File: src/rtl/sdram_mon_pkg.sv
package sdram_mon_pkg;

   typedef enum logic [3:0] {
      CMD_DESEL,
      CMD_NOP,
      CMD_MRS,
      CMD_ACT,
      CMD_PRE,
      CMD_RD,
      CMD_WR,
      CMD_REF,
      CMD_BST
   } cmd_t;

   localparam int NUM_ERR    = 7;
   localparam int CODE_W     = 4;
   localparam int E_NOT_IDLE = 0;
   localparam int E_NOT_ACT  = 1;
   localparam int E_MCD      = 2;
   localparam int E_RP       = 3;
   localparam int E_RC       = 4;
   localparam int E_DBL_ACT  = 5;
   localparam int E_STARVE   = 6;

   // lowest set flag index wins; code = index + 1
   function automatic logic [CODE_W-1:0] first_code(input logic [NUM_ERR-1:0] v);
      logic [CODE_W-1:0] c;
      c = '0;
      for (int i = NUM_ERR - 1; i >= 0; i--) begin
         if (v[i]) c = CODE_W'(i + 1);
      end
      return c;
   endfunction

   function automatic logic [3:0] burst_len(input logic [2:0] code);
      logic [3:0] r;
      if (code[2]) r = 4'd8;
      else         r = 4'(1 << code[1:0]);
      return r;
   endfunction

   function automatic logic [2:0] cas_lat(input logic [2:0] code);
      return (code == 3'd0) ? 3'd1 : code;
   endfunction

endpackage

File: src/rtl/sdram_cmd_decode.sv
module sdram_cmd_decode
   import sdram_mon_pkg::*;
(
   input  logic cs_n,
   input  logic ras_n,
   input  logic cas_n,
   input  logic we_n,
   output cmd_t cmd
);
   always_comb begin
      if (cs_n) begin
         cmd = CMD_DESEL;
      end else begin
         case ({ras_n, cas_n, we_n})
            3'b000:  cmd = CMD_MRS;
            3'b001:  cmd = CMD_REF;
            3'b010:  cmd = CMD_PRE;
            3'b011:  cmd = CMD_ACT;
            3'b100:  cmd = CMD_WR;
            3'b101:  cmd = CMD_RD;
            3'b110:  cmd = CMD_BST;
            default: cmd = CMD_NOP;
         endcase
      end
   end
endmodule

File: src/rtl/sdram_lock_timer.sv
module sdram_lock_timer #(
   parameter int SPAN = 2
) (
   input  logic clk,
   input  logic rst_n,
   input  logic start,
   output logic busy
);
   localparam int CW = (SPAN < 2) ? 1 : $clog2(SPAN + 1);

   logic [CW-1:0] cnt_q;

   always_ff @(posedge clk) begin
      if (!rst_n)               cnt_q <= '0;
      else if (start)           cnt_q <= CW'(SPAN - 1);
      else if (cnt_q != '0)     cnt_q <= cnt_q - 1'b1;
   end

   assign busy = (cnt_q != '0);
endmodule

File: src/rtl/sdram_bank_track.sv
module sdram_bank_track
   import sdram_mon_pkg::*;
#(
   parameter int T_RP   = 3,
   parameter int SPAN_W = 4
) (
   input  logic              clk,
   input  logic              rst_n,
   input  logic              hit,
   input  cmd_t              cmd,
   input  logic              ap,
   input  logic [SPAN_W-1:0] span,
   output logic              active,
   output logic              prech
);
   localparam int CNT_W = $clog2((1 << SPAN_W) + T_RP + 1);

   logic             act_q, act_d;
   logic [CNT_W-1:0] cnt_q, cnt_d;

   // cnt counts down to idle; the last T_RP steps are the precharge
   always_comb begin
      act_d = act_q;
      cnt_d = cnt_q;
      if (cnt_q != '0) begin
         cnt_d = cnt_q - 1'b1;
         if (cnt_q == CNT_W'(1)) act_d = 1'b0;
      end
      if (hit) begin
         case (cmd)
            CMD_ACT: begin
               act_d = 1'b1;
               cnt_d = '0;
            end
            CMD_PRE: begin
               act_d = 1'b0;
               cnt_d = CNT_W'(T_RP - 1);
            end
            CMD_RD, CMD_WR: begin
               if (ap) cnt_d = CNT_W'(span) + CNT_W'(T_RP - 1);
            end
            default: ;
         endcase
      end
   end

   always_ff @(posedge clk) begin
      if (!rst_n) begin
         act_q <= 1'b0;
         cnt_q <= '0;
      end else begin
         act_q <= act_d;
         cnt_q <= cnt_d;
      end
   end

   assign prech  = (cnt_q != '0) && (cnt_q <= CNT_W'(T_RP));
   assign active = act_q && !prech;
endmodule

File: src/rtl/sdram_ref_window.sv
module sdram_ref_window #(
   parameter int WINDOW = 16_000_000,
   parameter int QUOTA  = 4096
) (
   input  logic clk,
   input  logic rst_n,
   input  logic ref_seen,
   output logic starve
);
   localparam int WIN_W = $clog2(WINDOW);
   localparam int QW    = $clog2(QUOTA + 1);

   logic [WIN_W-1:0] win_q;
   logic [QW-1:0]    cnt_q;
   logic             last, met;

   assign last = (win_q == WIN_W'(WINDOW - 1));
   assign met  = (cnt_q == QW'(QUOTA)) ||
                 (ref_seen && (cnt_q == QW'(QUOTA - 1)));
   assign starve = last && !met;

   always_ff @(posedge clk) begin
      if (!rst_n) begin
         win_q <= '0;
         cnt_q <= '0;
      end else if (last) begin
         win_q <= '0;
         cnt_q <= '0;
      end else begin
         win_q <= win_q + 1'b1;
         if (ref_seen && (cnt_q != QW'(QUOTA))) cnt_q <= cnt_q + 1'b1;
      end
   end
endmodule

File: src/rtl/sdram_cmd_monitor.sv
module sdram_cmd_monitor
   import sdram_mon_pkg::*;
#(
   parameter int ADDR_W      = 12,
   parameter int T_MCD       = 2,
   parameter int T_RP        = 3,
   parameter int T_RC        = 7,
   parameter int REF_WINDOW  = 16_000_000,
   parameter int REF_QUOTA   = 4096,
   parameter int BL_CODE_RST = 0,
   parameter int CL_CODE_RST = 2
) (
   input  logic               clk,
   input  logic               rst_n,
   input  logic               clr_err,
   input  logic               cs_n,
   input  logic               ras_n,
   input  logic               cas_n,
   input  logic               we_n,
   input  logic [ADDR_W-1:0]  addr,
   output logic [6:0]         err_flags,
   output logic [3:0]         err_code
);
   localparam int BANK_BITS = 1;
   localparam int NUM_BANKS = 1 << BANK_BITS;
   localparam int SPAN_W    = 4;
   localparam int BANK_POS  = ADDR_W - 1;
   localparam int AP_POS    = ADDR_W - 2;

   if (ADDR_W < 10)     begin : g_bad_addr  $error("ADDR_W must be at least 10"); end
   if (T_MCD < 1)       begin : g_bad_mcd   $error("T_MCD must be at least 1");   end
   if (T_RP < 1)        begin : g_bad_rp    $error("T_RP must be at least 1");    end
   if (T_RC < 1)        begin : g_bad_rc    $error("T_RC must be at least 1");    end
   if (REF_WINDOW < 2)  begin : g_bad_win   $error("REF_WINDOW must be at least 2"); end
   if (REF_QUOTA < 1)   begin : g_bad_quota $error("REF_QUOTA must be at least 1"); end
   if (NUM_ERR != 7)    begin : g_bad_nerr  $error("flag port width mismatch");  end

   cmd_t cmd;
   logic bank_sel, ap;
   logic is_cmd, is_mrs, is_ref, is_rw, is_act;
   logic mcd_busy, rc_busy, starve;
   logic [NUM_BANKS-1:0] bank_active, bank_prech;
   logic [2:0] bl_code_q, cl_code_q;
   logic [SPAN_W-1:0] rd_span, wr_span, sel_span;
   logic [NUM_ERR-1:0] err_vec, flags_q;
   logic [CODE_W-1:0] code_q;
   logic unused_addr_bits;

   assign unused_addr_bits = ^{addr[3], addr[ADDR_W-3:7]};

   sdram_cmd_decode u_dec (
      .cs_n  (cs_n),
      .ras_n (ras_n),
      .cas_n (cas_n),
      .we_n  (we_n),
      .cmd   (cmd)
   );

   assign bank_sel = addr[BANK_POS];
   assign ap       = addr[AP_POS];
   assign is_cmd   = (cmd != CMD_NOP) && (cmd != CMD_DESEL);
   assign is_mrs   = (cmd == CMD_MRS);
   assign is_ref   = (cmd == CMD_REF);
   assign is_rw    = (cmd == CMD_RD) || (cmd == CMD_WR);
   assign is_act   = (cmd == CMD_ACT);

   // mode fields captured at every mode load
   always_ff @(posedge clk) begin
      if (!rst_n) begin
         bl_code_q <= 3'(BL_CODE_RST);
         cl_code_q <= 3'(CL_CODE_RST);
      end else if (is_mrs) begin
         bl_code_q <= addr[2:0];
         cl_code_q <= addr[6:4];
      end
   end

   assign wr_span  = burst_len(bl_code_q);
   assign rd_span  = wr_span + SPAN_W'(cas_lat(cl_code_q));
   assign sel_span = (cmd == CMD_RD) ? rd_span : wr_span;

   sdram_lock_timer #(.SPAN(T_MCD)) u_mcd (
      .clk   (clk),
      .rst_n (rst_n),
      .start (is_mrs),
      .busy  (mcd_busy)
   );

   sdram_lock_timer #(.SPAN(T_RC)) u_rc (
      .clk   (clk),
      .rst_n (rst_n),
      .start (is_ref),
      .busy  (rc_busy)
   );

   for (genvar b = 0; b < NUM_BANKS; b++) begin : g_bank
      logic hit;
      assign hit = (bank_sel == BANK_BITS'(b)) || ((cmd == CMD_PRE) && ap);
      sdram_bank_track #(.T_RP(T_RP), .SPAN_W(SPAN_W)) u_trk (
         .clk    (clk),
         .rst_n  (rst_n),
         .hit    (hit),
         .cmd    (cmd),
         .ap     (ap),
         .span   (sel_span),
         .active (bank_active[b]),
         .prech  (bank_prech[b])
      );
   end

   sdram_ref_window #(.WINDOW(REF_WINDOW), .QUOTA(REF_QUOTA)) u_win (
      .clk      (clk),
      .rst_n    (rst_n),
      .ref_seen (is_ref),
      .starve   (starve)
   );

   always_comb begin
      err_vec             = '0;
      err_vec[E_NOT_IDLE] = (is_mrs || is_ref) && (|bank_active);
      err_vec[E_NOT_ACT]  = is_rw && !bank_active[bank_sel];
      err_vec[E_MCD]      = is_cmd && mcd_busy;
      err_vec[E_RP]       = ((is_act || is_rw) && bank_prech[bank_sel]) ||
                            ((is_mrs || is_ref) && (|bank_prech));
      err_vec[E_RC]       = is_cmd && rc_busy;
      err_vec[E_DBL_ACT]  = is_act && bank_active[bank_sel];
      err_vec[E_STARVE]   = starve;
   end

   always_ff @(posedge clk) begin
      if (!rst_n || clr_err) begin
         flags_q <= '0;
         code_q  <= '0;
      end else begin
         flags_q <= flags_q | err_vec;
         if ((code_q == '0) && (|err_vec)) code_q <= first_code(err_vec);
      end
   end

   assign err_flags = flags_q;
   assign err_code  = code_q;
endmodule

File: config.mk
export PLATFORM = sky130hd
export DESIGN_NAME = sdram_cmd_monitor
export DESIGN_NICKNAME = d
export VERILOG_FILES = /design/src/rtl/sdram_mon_pkg.sv /design/src/rtl/sdram_cmd_decode.sv /design/src/rtl/sdram_lock_timer.sv /design/src/rtl/sdram_bank_track.sv /design/src/rtl/sdram_ref_window.sv /design/src/rtl/sdram_cmd_monitor.sv
export SDC_FILE = /design/constraint.sdc
export NUM_CORES = 1
export LEC_CHECK = 0
export BUFFER_PORTS_ARGS = -buffer_cell sky130_fd_sc_hd__buf_2
export CORE_AREA = 5 5 102 104
export DETAILED_ROUTE_END_ITERATION = 6
export DIE_AREA = 0 0 107 109
export HOLD_SLACK_MARGIN = 0.12
export PLACE_DENSITY = 0.6
export SETUP_SLACK_MARGIN = 0.5
export SYNTH_ARGS = -nofsm -noshare
export SYNTH_HDL_FRONTEND = slang
export SYNTH_HIERARCHICAL = 1
export SYNTH_SLANG_ARGS = --single-unit
File: constraint.sdc
create_clock -name clk -period 7.3 [get_ports clk]
set_clock_uncertainty 0.1 [all_clocks]
set_input_delay 1.46 -clock clk [delete_from_list [all_inputs] [get_ports clk]]
set_output_delay 1.46 -clock clk [all_outputs]
set_load 0.05 [all_outputs]
# Word level (Yosys, flattened, before mapping)
# Cells that the tools add are included.
[op_classes] add_sub_neg=8 order_cmp=3 n_eq_ne=19 shift=1 muxes=36 bitwise_logic=3 n_reduce_logical=47
[op_table] cell="$mux W4" count=9
[op_table] cell="$mux W5" count=6
[op_table] cell="$pmux W5 S3" count=2
[op_table] cell="$pmux W4 S7" count=1
[op_table] cell="$add A24 B1 Y24 const B" count=1
[op_table] cell="$eq A24 B24 Y1 const B" count=1
[op_table] cell="$logic_and A1 B1 Y1" count=17
[op_table] cell="$eq A4 B3 Y1 const B" count=4
[op_table] cell="$add A13 B1 Y13 const B" count=1
[op_table] cell="$eq A13 B12 Y1 const B" count=1
[op_table] cell="$eq A13 B13 Y1 const B" count=1
[op_table] cell="$ne A13 B13 Y1 const B" count=1
[op_table] cell="$mux W1" count=12
[op_table] cell="$mux W3" count=4
[op_table] cell="$reduce_or A2 Y1" count=6
[op_table] cell="$eq A5 B1 Y1 const B" count=2
[op_table] cell="$le A5 B2 Y1 const B" count=2
[op_table] cell="$reduce_bool A5 Y1" count=2
[op_table] cell="$sub A5 B1 Y5 const B" count=2
[op_table] cell="$eq A3 B3 Y1 const B" count=3
[op_table] cell="$eq A4 B2 Y1 const B" count=2
[op_table] cell="$logic_or A1 B1 Y1" count=8
[op_table] cell="$or A7 B7 Y7" count=1
[op_table] cell="$reduce_or A7 Y1" count=1
[op_table] cell="17 further kinds" count=27
[totals] reg_bits=71 in_bits=19 out_inout_bits=11 wordCells=131

# Longest topological paths before layout
# Gate-level depths: netlist of run 1.
[logic_depth] word_depth=15 depth_mapped=12 depth_no_buf=10

# Modules after synthesis
# The synthesis of run 1 kept the hierarchy.
[modules_own_cells] module="sdram_ref_window" instances=1 cells_per_inst=199 area_each_um2=1780.5 seq_area_each_um2=740.7
[modules_own_cells] module="sdram_bank_track" instances=2 cells_per_inst=60 area_each_um2=516.7 seq_area_each_um2=120.1
[modules_own_cells] module="sdram_cmd_monitor" instances=1 cells_per_inst=110 area_each_um2=983.4 seq_area_each_um2=320.3
[modules_own_cells] module="sdram_lock_timer (u_rc)" instances=1 cells_per_inst=16 area_each_um2=166.4 seq_area_each_um2=60.1
[modules_own_cells] module="sdram_lock_timer (u_mcd)" instances=1 cells_per_inst=11 area_each_um2=125.1 seq_area_each_um2=40.0
[modules_own_cells] module="sdram_cmd_decode" instances=1 cells_per_inst=7 area_each_um2=50.0 seq_area_each_um2=0.0

# Worst setup path before layout of run 1
# No wires, ideal clock.
[synth_timing] kind="input to register" start="in we_n" end="reg code_q[2] (netlist: err_code[2])" setup_ns=0.123 arrival_ns=4.256 required_time_ns=7.077 path_slack_ns=2.821 stages=10 n_path_buf=1 path_cell_list="o21a_1 -> nor3_1 -> nand2b_1 -> nor2_1 -> and4_1 -> clkbuf_1 -> nand2_1 -> o311a_1 -> nor4_1 -> o21ai_1"
[synth_via] elab_chain_cells=15 word_cells_on_any_way=41 classes_between="eq/ne (12); mux (9); reduce/logical (20)"
[synth_rtl] element="start, declared" line_no="sdram_cmd_monitor.sv:19" rtl="input logic we_n,"
[synth_rtl] element="$eq A3 B3 Y1 (tied with other cells)" line_no="sdram_cmd_decode.sv:14" rtl="case ({ras_n, cas_n, we_n})"
[synth_rtl] element="$pmux W4 S7 (*)" line_no="sdram_cmd_decode.sv:14"
[synth_rtl] element="$mux W4 (*)" line_no="sdram_cmd_decode.sv:11" rtl="if (cs_n) begin"
[synth_rtl] element="net cmd[2]" line_no="sdram_cmd_monitor.sv:38" rtl="cmd_t cmd;"
[synth_rtl] element="$eq A4 B3 Y1 (*)" line_no="sdram_cmd_monitor.sv:63" rtl="assign is_ref = (cmd == CMD_REF);"
[synth_rtl] element="net is_ref" line_no="sdram_cmd_monitor.sv:40" rtl="logic is_cmd, is_mrs, is_ref, is_rw, is_act;"
[synth_rtl] element="$logic_and A1 B1 Y1 (*)" line_no="sdram_ref_window.sv:19" rtl="(ref_seen && (cnt_q == QW'(QUOTA - 1)));"
[synth_rtl] element="$logic_or A1 B1 Y1 (*)" line_no="sdram_ref_window.sv:18" rtl="assign met = (cnt_q == QW'(QUOTA)) ||"
[synth_rtl] element="$logic_not A1 Y1 (*)" line_no="sdram_ref_window.sv:20" rtl="assign starve = last && !met;"
[synth_rtl] element="$logic_and A1 B1 Y1 (*)" line_no="sdram_ref_window.sv:20"
[synth_rtl] element="net starve" line_no="sdram_cmd_monitor.sv:41" rtl="logic mcd_busy, rc_busy, starve;"
[synth_rtl] element="$mux W3" line_no="sdram_mon_pkg.sv:30" rtl="if (v[i]) c = CODE_W'(i + 1);"
[synth_rtl] element="$mux W4 (6 in a row)" line_no="sdram_mon_pkg.sv:30"
[synth_rtl] element="end signal, assigned" line_no="sdram_cmd_monitor.sv:136" rtl="if ((code_q == '0) && (|err_vec)) code_q <= first_code(err_vec);"
[synth_rtl] element="end, declared" line_no="sdram_cmd_monitor.sv:46" rtl="logic [CODE_W-1:0] code_q;"
# Mark *: on every way through the listed nets, which the timed path passes. The rest lies on a longest branch.
# A chain may end at the register's enable or synchronous reset.

# Worst setup path after layout of run 1
# Same ends and word-level chain as after synthesis.

==> results of run 1 <==
==> synth_stat cells, types with 3 or more instances <==
cell type / count
dfxtp_1: 70
nor2_1: 33
inv_1: 30
a21oi_1: 21
nand2_1: 21
xnor2_1: 21
ha_1: 19
nor2b_1: 18
nand3_1: 17
xor2_1: 16
nor3_1: 13
o21a_1: 11
nor2_2: 10
clkbuf_1: 9
nand4_1: 9
o21ai_0: 9
mux2i_1: 8
nor4_1: 8
nand2b_1: 7
or3_1: 7
and3_1: 6
o22ai_1: 6
o31a_1: 5
o31ai_1: 5
or4_1: 5
and4_1: 4
buf_6: 4
o2bb2ai_1: 4
a211oi_1: 3
and2_1: 3
nor2b_4: 3
nor3b_1: 3
nor4b_1: 3
o211a_1: 3
or2_2: 3
==> kinds of logic after synthesis <==
family                     after synthesis  share of synthesized area (%)
other                                    1                         0.0906
buffers and inverters                   48                           5.59
AOI/OAI and AO/OA                       86                           15.8
DFF                                     70                           33.9
and+or+nand+nor                        190                           27.7
adders and majority gates               20                           6.23
muxes                                   11                           2.84
xor gates and xnor gates                37                           7.83
==> final cells by class <==
cell class                 count  area [sq um]
clock buffer                  10           138
multi-input combinational    345          2520
clock inverter                 6          67.6
timing repair buffer          27           143
sequential                    70          1400
fill                         935          4940
inverter                      30           113
tap                          114           143
==> cell usage in the layout (no fill, tap or decap), drive strengths merged, types with 14 or more instances in the layout <==
master   n
nor3    14
ha      19
a21oi   21
xnor2   21
nand3   17
nor2b   21
nand2   21
inv     32
buf     27
dfxtp   70
nor2    43
xor2    16
==> state kept, by name, summed over array words and instances, names as in the netlist, 3 cells and up <==
| name | cells |
|---|---|
| bl_code_q | 3 |
| cl_code_q | 3 |
| err_code | 3 |
| err_flags | 7 |
| g_bank.u_trk/cnt_q | 10 |
| u_rc/cnt_q | 3 |
| u_win/cnt_q | 13 |
| u_win/win_q | 24 |
==> worst max-delay path, delay by kind of cell <==
kind            cells  cell delay (ns)
compound gates      3             0.66
simple gates        6             1.41
buf+inv             2             0.37
==> where the power goes <==
group / switching [mW] / internal, mW / total (mW)
clock: 0.154 / 0.169 / 0.323
sequential: 0.0446 / 0.421 / 0.466
combinational: 0.208 / 0.168 / 0.376
total: 0.407 / 0.758 / 1.16
==> metrics by stage <==
step	hold WS (ns)	cell area, sq um	power (mW)	utilization (%)
final	0.353	4520	1.16	47.8
after global routing	0.378	4520	1.25	47.8
after CTS	0.358	4520	1.18	47.8
after detailed placement	0.339	4320	0.850	45.6
after global placement	0.337	4320	0.839	45.6
after floorplan	0.327	4140	0.775	-
==> per-layer routing <==
layer  share of wire, %  vias to the layer above  GRT usage, %
met5                  0                        -             0
met4               0.68                        0          3.93
met3                2.9                        5          3.67
met2                 46                       46          23.9
met1                 51                     1530          19.3
li1                   -                     1687             -
==> worst max path at each step <==
stage | start | end | slack, ns | cells past startpoint
global route | cas_n | err_code[2] | 3.33 | 11
CTS | we_n | err_code[2] | 3.53 | 11
finish | we_n | err_code[2] | 3.52 | 11
floorplan | we_n | err_code[2] | 2.82 | 10
global placement | we_n | err_code[2] | 3.18 | 11
detailed placement | we_n | err_code[2] | 3.18 | 11
==> reports/metrics.yaml, run 1 <==
status: "complete, no violations"
maxCapViolations: 0
viasPerCell: 5.43
dpl.cell_count: 586
h-tree-depth: 3
ios: 30
cp.arrival_ns: 3.91
hold_path_class: "flip-flop to flip-flop"
end_kind: "flip-flop"
grt_pass1_wl_microns: 13900
gp_congestion: 0.753
max_stage_delay_ns: 0.40
hold_viol_final: 0
drt_first_iter_violations: 100
slew_headroom_pct: 31.9
slew_viol_final: 0
start_kind: "primary input"
path_cells: "buf_2, o21a_1, nor3_2, buf_4, nand2b_1, nor2_1, and4_1, nand2_1, o311a_1, nor4_1, o21ai_1"
min_to: "err_flags[6]"
routed_wl_microns: 8070
cts_tree: "done"
grt_max_degree: 35
grt_pass1_vias: 3094
finalSetupTns_ns: 0
rsz0062_at_grt: "no"
finalSetupViolCount: 0
start_util_pct: 43.8
synthesis.area_sq_mm: 0.00414
drive_gt1_share_pct: 16.8
worst_slack_ns: 3.52
io_buffer_count: 24
rr_worst_depth: 10
num_antenna_cells: 0
cp.required_ns: 7.42
drc: 0
cts.sinks: 70
wire_per_inst_microns: 13.4
area_growth_pct: 9.28
cts_setup_buffers: 0
firstDrtPassIters: 4
core-area_sq_mm: 0.00946
dp_slack_ns: 3.18
synth_flop_cell: "dfxtp_1"
clock_latency_ns: 0.34
clkSlewWorstSetupHoldPaths_ns: 0.07
instances_no_fill: 602
leakage_nw: 1.72
period_share_pct: 51.8
grt.total_usage_pct: 14.6
hpwl_microns: 5820
timing.rr.end: "err_code[0]"
min-delay-start: "err_flags[6]"
ys_seq_area_share_pct: 33.9
antenna_found_initial: 0
rows: 36
ys_ff_latch: 70
rrSetupSlack_ns: 4.60
die_w_microns: 107
r2r_start: "g_bank[0].u_trk/cnt_q[0]"
synth_edf_count: 0
min_path_cells: 1
yosys.area.top_type: "dfxtp_1"
cts_resized: 0
syn_avg_cell_area_sq_um: 8.94
syn-num-nets: 502
cp_max_fo: 17
synthCells: 463
synth_warnings: 6
async_flop_share_pct: 0
synthTopCellsByArea: "dfxtp_1 (34%), ha_1 (5.7%), xnor2_1 (4.4%)"
dieArea_sq_mm: 0.0117
holdBufCountCts: 0
numCtsBuffers: 9
ant_nets: 0
synth_top_area_share_pct: 33.9
fmaxAchievable_mhz: 264
p_per_area_mw_per_mm2: 257
cts_buffer_depth: 2
die_h_microns: 109
ys_types: 69
nets: 522
tightest_slew_ns: 1.02
fin_crit_ns: 3.78
peakVddDrop_mv: 0.131
crit_type: "primary input to flip-flop"
critPathSlowestCell: "nor2_1"
cts-root-buf: "clkbuf_8"
vias: 3268
overflow: 0
Power figures use the tool's default switching activity.
==> run 2, diff against run 1 <==
Clock period 7.3 ns to 4 ns, I/O delays scaled along.
==> run 2 against run 1 <==
- combinational power up 83%
- core utilization up 0.22 points
- via count up 0.37%
- sequential power up 82%
- power up 82%
- critical path depth down 1
- highest routed layer unchanged
- clock-buffer cell count down 1
- sequential cell count unchanged
- hold slack better by 0.0049 ns
- worst setup slack worse by 2.4 ns
- wire length up 2.1%
- sequential share of layout area down 0.15 points
==> reports/metrics.yaml, run 2 (synthesis gave the netlist of run 1 again) <==
dp_slack_ns: 0.814  # was 3.18 ns
p_per_area_mw_per_mm2: 468  # was 257 mW/mm^2
clkSlewWorstSetupHoldPaths_ns: 0.08  # was 0.07 ns
grt_pass1_vias: 3021  # was 3,094
cp.required_ns: 4.13  # was 7.42 ns
ant_nets: 0  # unchanged
finalSetupViolCount: 0  # unchanged
grt_pass1_wl_microns: 14000  # was 13,900 microns
overflow: 0  # unchanged
worst_slack_ns: 1.15  # was 3.52 ns
finalSetupTns_ns: 0  # unchanged
slew_viol_final: 0  # unchanged
path_cells: "buf_2, and4bb_2, nand2b_1, nor2_1, buf_4, and4_1, nand2_1, o311a_1, nor4_1, o21ai_1"  # was buf_2, o21a_1, nor3_2, buf_4, nand2b_1, nor2_1, and4_1, nand2_1, o311a_1, nor4_1, o21ai_1
start_util_pct: 43.8  # unchanged
firstDrtPassIters: 4  # unchanged
clock_latency_ns: 0.35  # was 0.34 ns
rrSetupSlack_ns: 1.34  # was 4.60 ns
die_h_microns: 109  # unchanged
routed_wl_microns: 8240  # was 8070 microns
fmaxAchievable_mhz: 351
critPathSlowestCell: "and4_1"  # was nor2_1
cts_buffer_depth: 2  # unchanged
ios: 30  # unchanged
cts_resized: 0  # unchanged
wire_per_inst_microns: 13.6  # was 13.4 microns
n_fill_cell: 944  # was 935
min_path_cells: 1  # unchanged
reg.largest.list: "u_win/win_q: 24 flops, u_win/cnt_q: 13 flops, g_bank.u_trk/cnt_q: 10 flops"  # unchanged
crit_type: "primary input to flip-flop"  # unchanged
crit_start: "we_n"  # unchanged
leakage_nw: 1.73  # was 1.72 nW
cts_setup_buffers: 0  # unchanged
layout_common_cells: "dfxtp_1 (70), nor2_1 (33), inv_1 (30), buf_2 (24)"  # unchanged
numCtsBuffers: 9  # unchanged
io_buffer_count: 24  # unchanged
nets: 525  # was 522
min_to: "u_win/win_q[0]"  # was err_flags[6]
cts.sinks: 70  # unchanged
cts-root-buf: "clkbuf_8"  # unchanged
cp.arrival_ns: 2.98  # was 3.91 ns
vias: 3280  # was 3,268
end_kind: "flip-flop"  # unchanged
status: "complete, no violations"  # unchanged
period_share_pct: 71.3
dieArea_sq_mm: 0.0117  # unchanged
area_growth_pct: 9.79  # was 9.28%
r2r_start: "g_bank[1].u_trk/cnt_q[0]"  # was g_bank[0].u_trk/cnt_q[0]
core-area_sq_mm: 0.00946  # unchanged
gp_congestion: 0.768  # was 0.753
final_common_cell: "dfxtp_1"  # unchanged
min-delay-start: "u_win/win_q[0]"  # was err_flags[6]
max_stage_delay_ns: 0.35  # was 0.40 ns
viasPerCell: 5.42  # was 5.43
drive_gt1_share_pct: 17.3  # was 16.8%
rr_worst_depth: 10  # unchanged
post-route-util_pct: 48.0  # was 47.8%
start_kind: "primary input"  # unchanged
peakVddDrop_mv: 0.206  # was 0.131 mV
maxCapViolations: 0  # unchanged
whs_ns: 0.358  # was 0.353 ns
fin_crit_ns: 2.85
hold_viol_final: 0  # unchanged
placedInstanceArea_sq_mm: 0.00434  # was 0.00432 sq mm
tightest_slew_ns: 1.05  # was 1.02 ns
hpwl_microns: 6010  # was 5820 microns
timing.rr.end: "err_code[0]"  # unchanged
num_antenna_cells: 0  # unchanged
grt_max_degree: 35  # unchanged
largest_reg_flops: 24  # unchanged
drc: 0  # unchanged
antenna_found_initial: 0  # unchanged
h-tree-depth: 3  # unchanged
design_area_sq_mm: 0.00454  # was 0.00452 sq mm
regMostFlops: "u_win/win_q"  # unchanged
slew_headroom_pct: 29.7  # was 31.9%
cp_max_fo: 9  # was 17
rsz0062_at_grt: "no"  # unchanged
holdBufCountCts: 0  # unchanged
rows: 36  # unchanged
grt.total_usage_pct: 14.9  # was 14.6%
drt_first_iter_violations: 152  # was 100
hold_path_class: "flip-flop to flip-flop"  # unchanged
cts_tree: "done"  # unchanged
die_w_microns: 107  # unchanged
## run 2: cell type report
class	count	area [sq um]	share of cell area, %
multi-input combinational	345	2520	55.4
sequential	70	1400	30.8
timing repair buffer	30	165	3.63
tap	114	143	3.14
clock buffer	9	124	2.73
inverter	30	113	2.48
clock inverter	7	80.1	1.76
## run 2: how the worst max path moves through the flow
stage,endpoint,slack [ns],depth (start not counted)
after global routing,err_code[2],1.06,10
after CTS,err_code[2],1.18,10
after detailed placement,err_code[2],0.81,10
final,err_code[2],1.15,10
after global placement,err_code[2],0.83,10
after floorplan,err_code[2],0.58,11
## run 2: worst max-delay path: cells and delay by family
kind | cells | cell delay [ns]
AO/OA/AOI/OAI | 2 | 0.45
buffers and inverters | 2 | 0.28
AND/OR/NAND/NOR | 6 | 1.46
## run 2: power breakdown
group	switching, mW	leakage, nW	internal, mW	total, mW
Combinational	0.381	1.07	0.307	0.688
Clock	0.293	0.0973	0.296	0.589
Sequential	0.0784	0.568	0.769	0.847
Total	0.753	1.73	1.37	2.12
## run 2: metal layers
layer | wire (microns) | GRT usage [%] | vias to the layer above | share of wire [%]
li1 | - | - | 1687 | -
met1 | 4160 | 20.6 | 1545 | 51
met2 | 3690 | 23.1 | 41 | 45
met3 | 297 | 3.49 | 7 | 3.6
met4 | 92 | 4.93 | 0 | 1.1
met5 | 0 | 0 | - | 0
## run 2: stage by stage
stage	instances	total power, mW
final	605	2.12
after global routing	605	2.28
after CTS	605	2.15
after detailed placement	589	1.55
after global placement	589	1.53
after floorplan	463	1.41
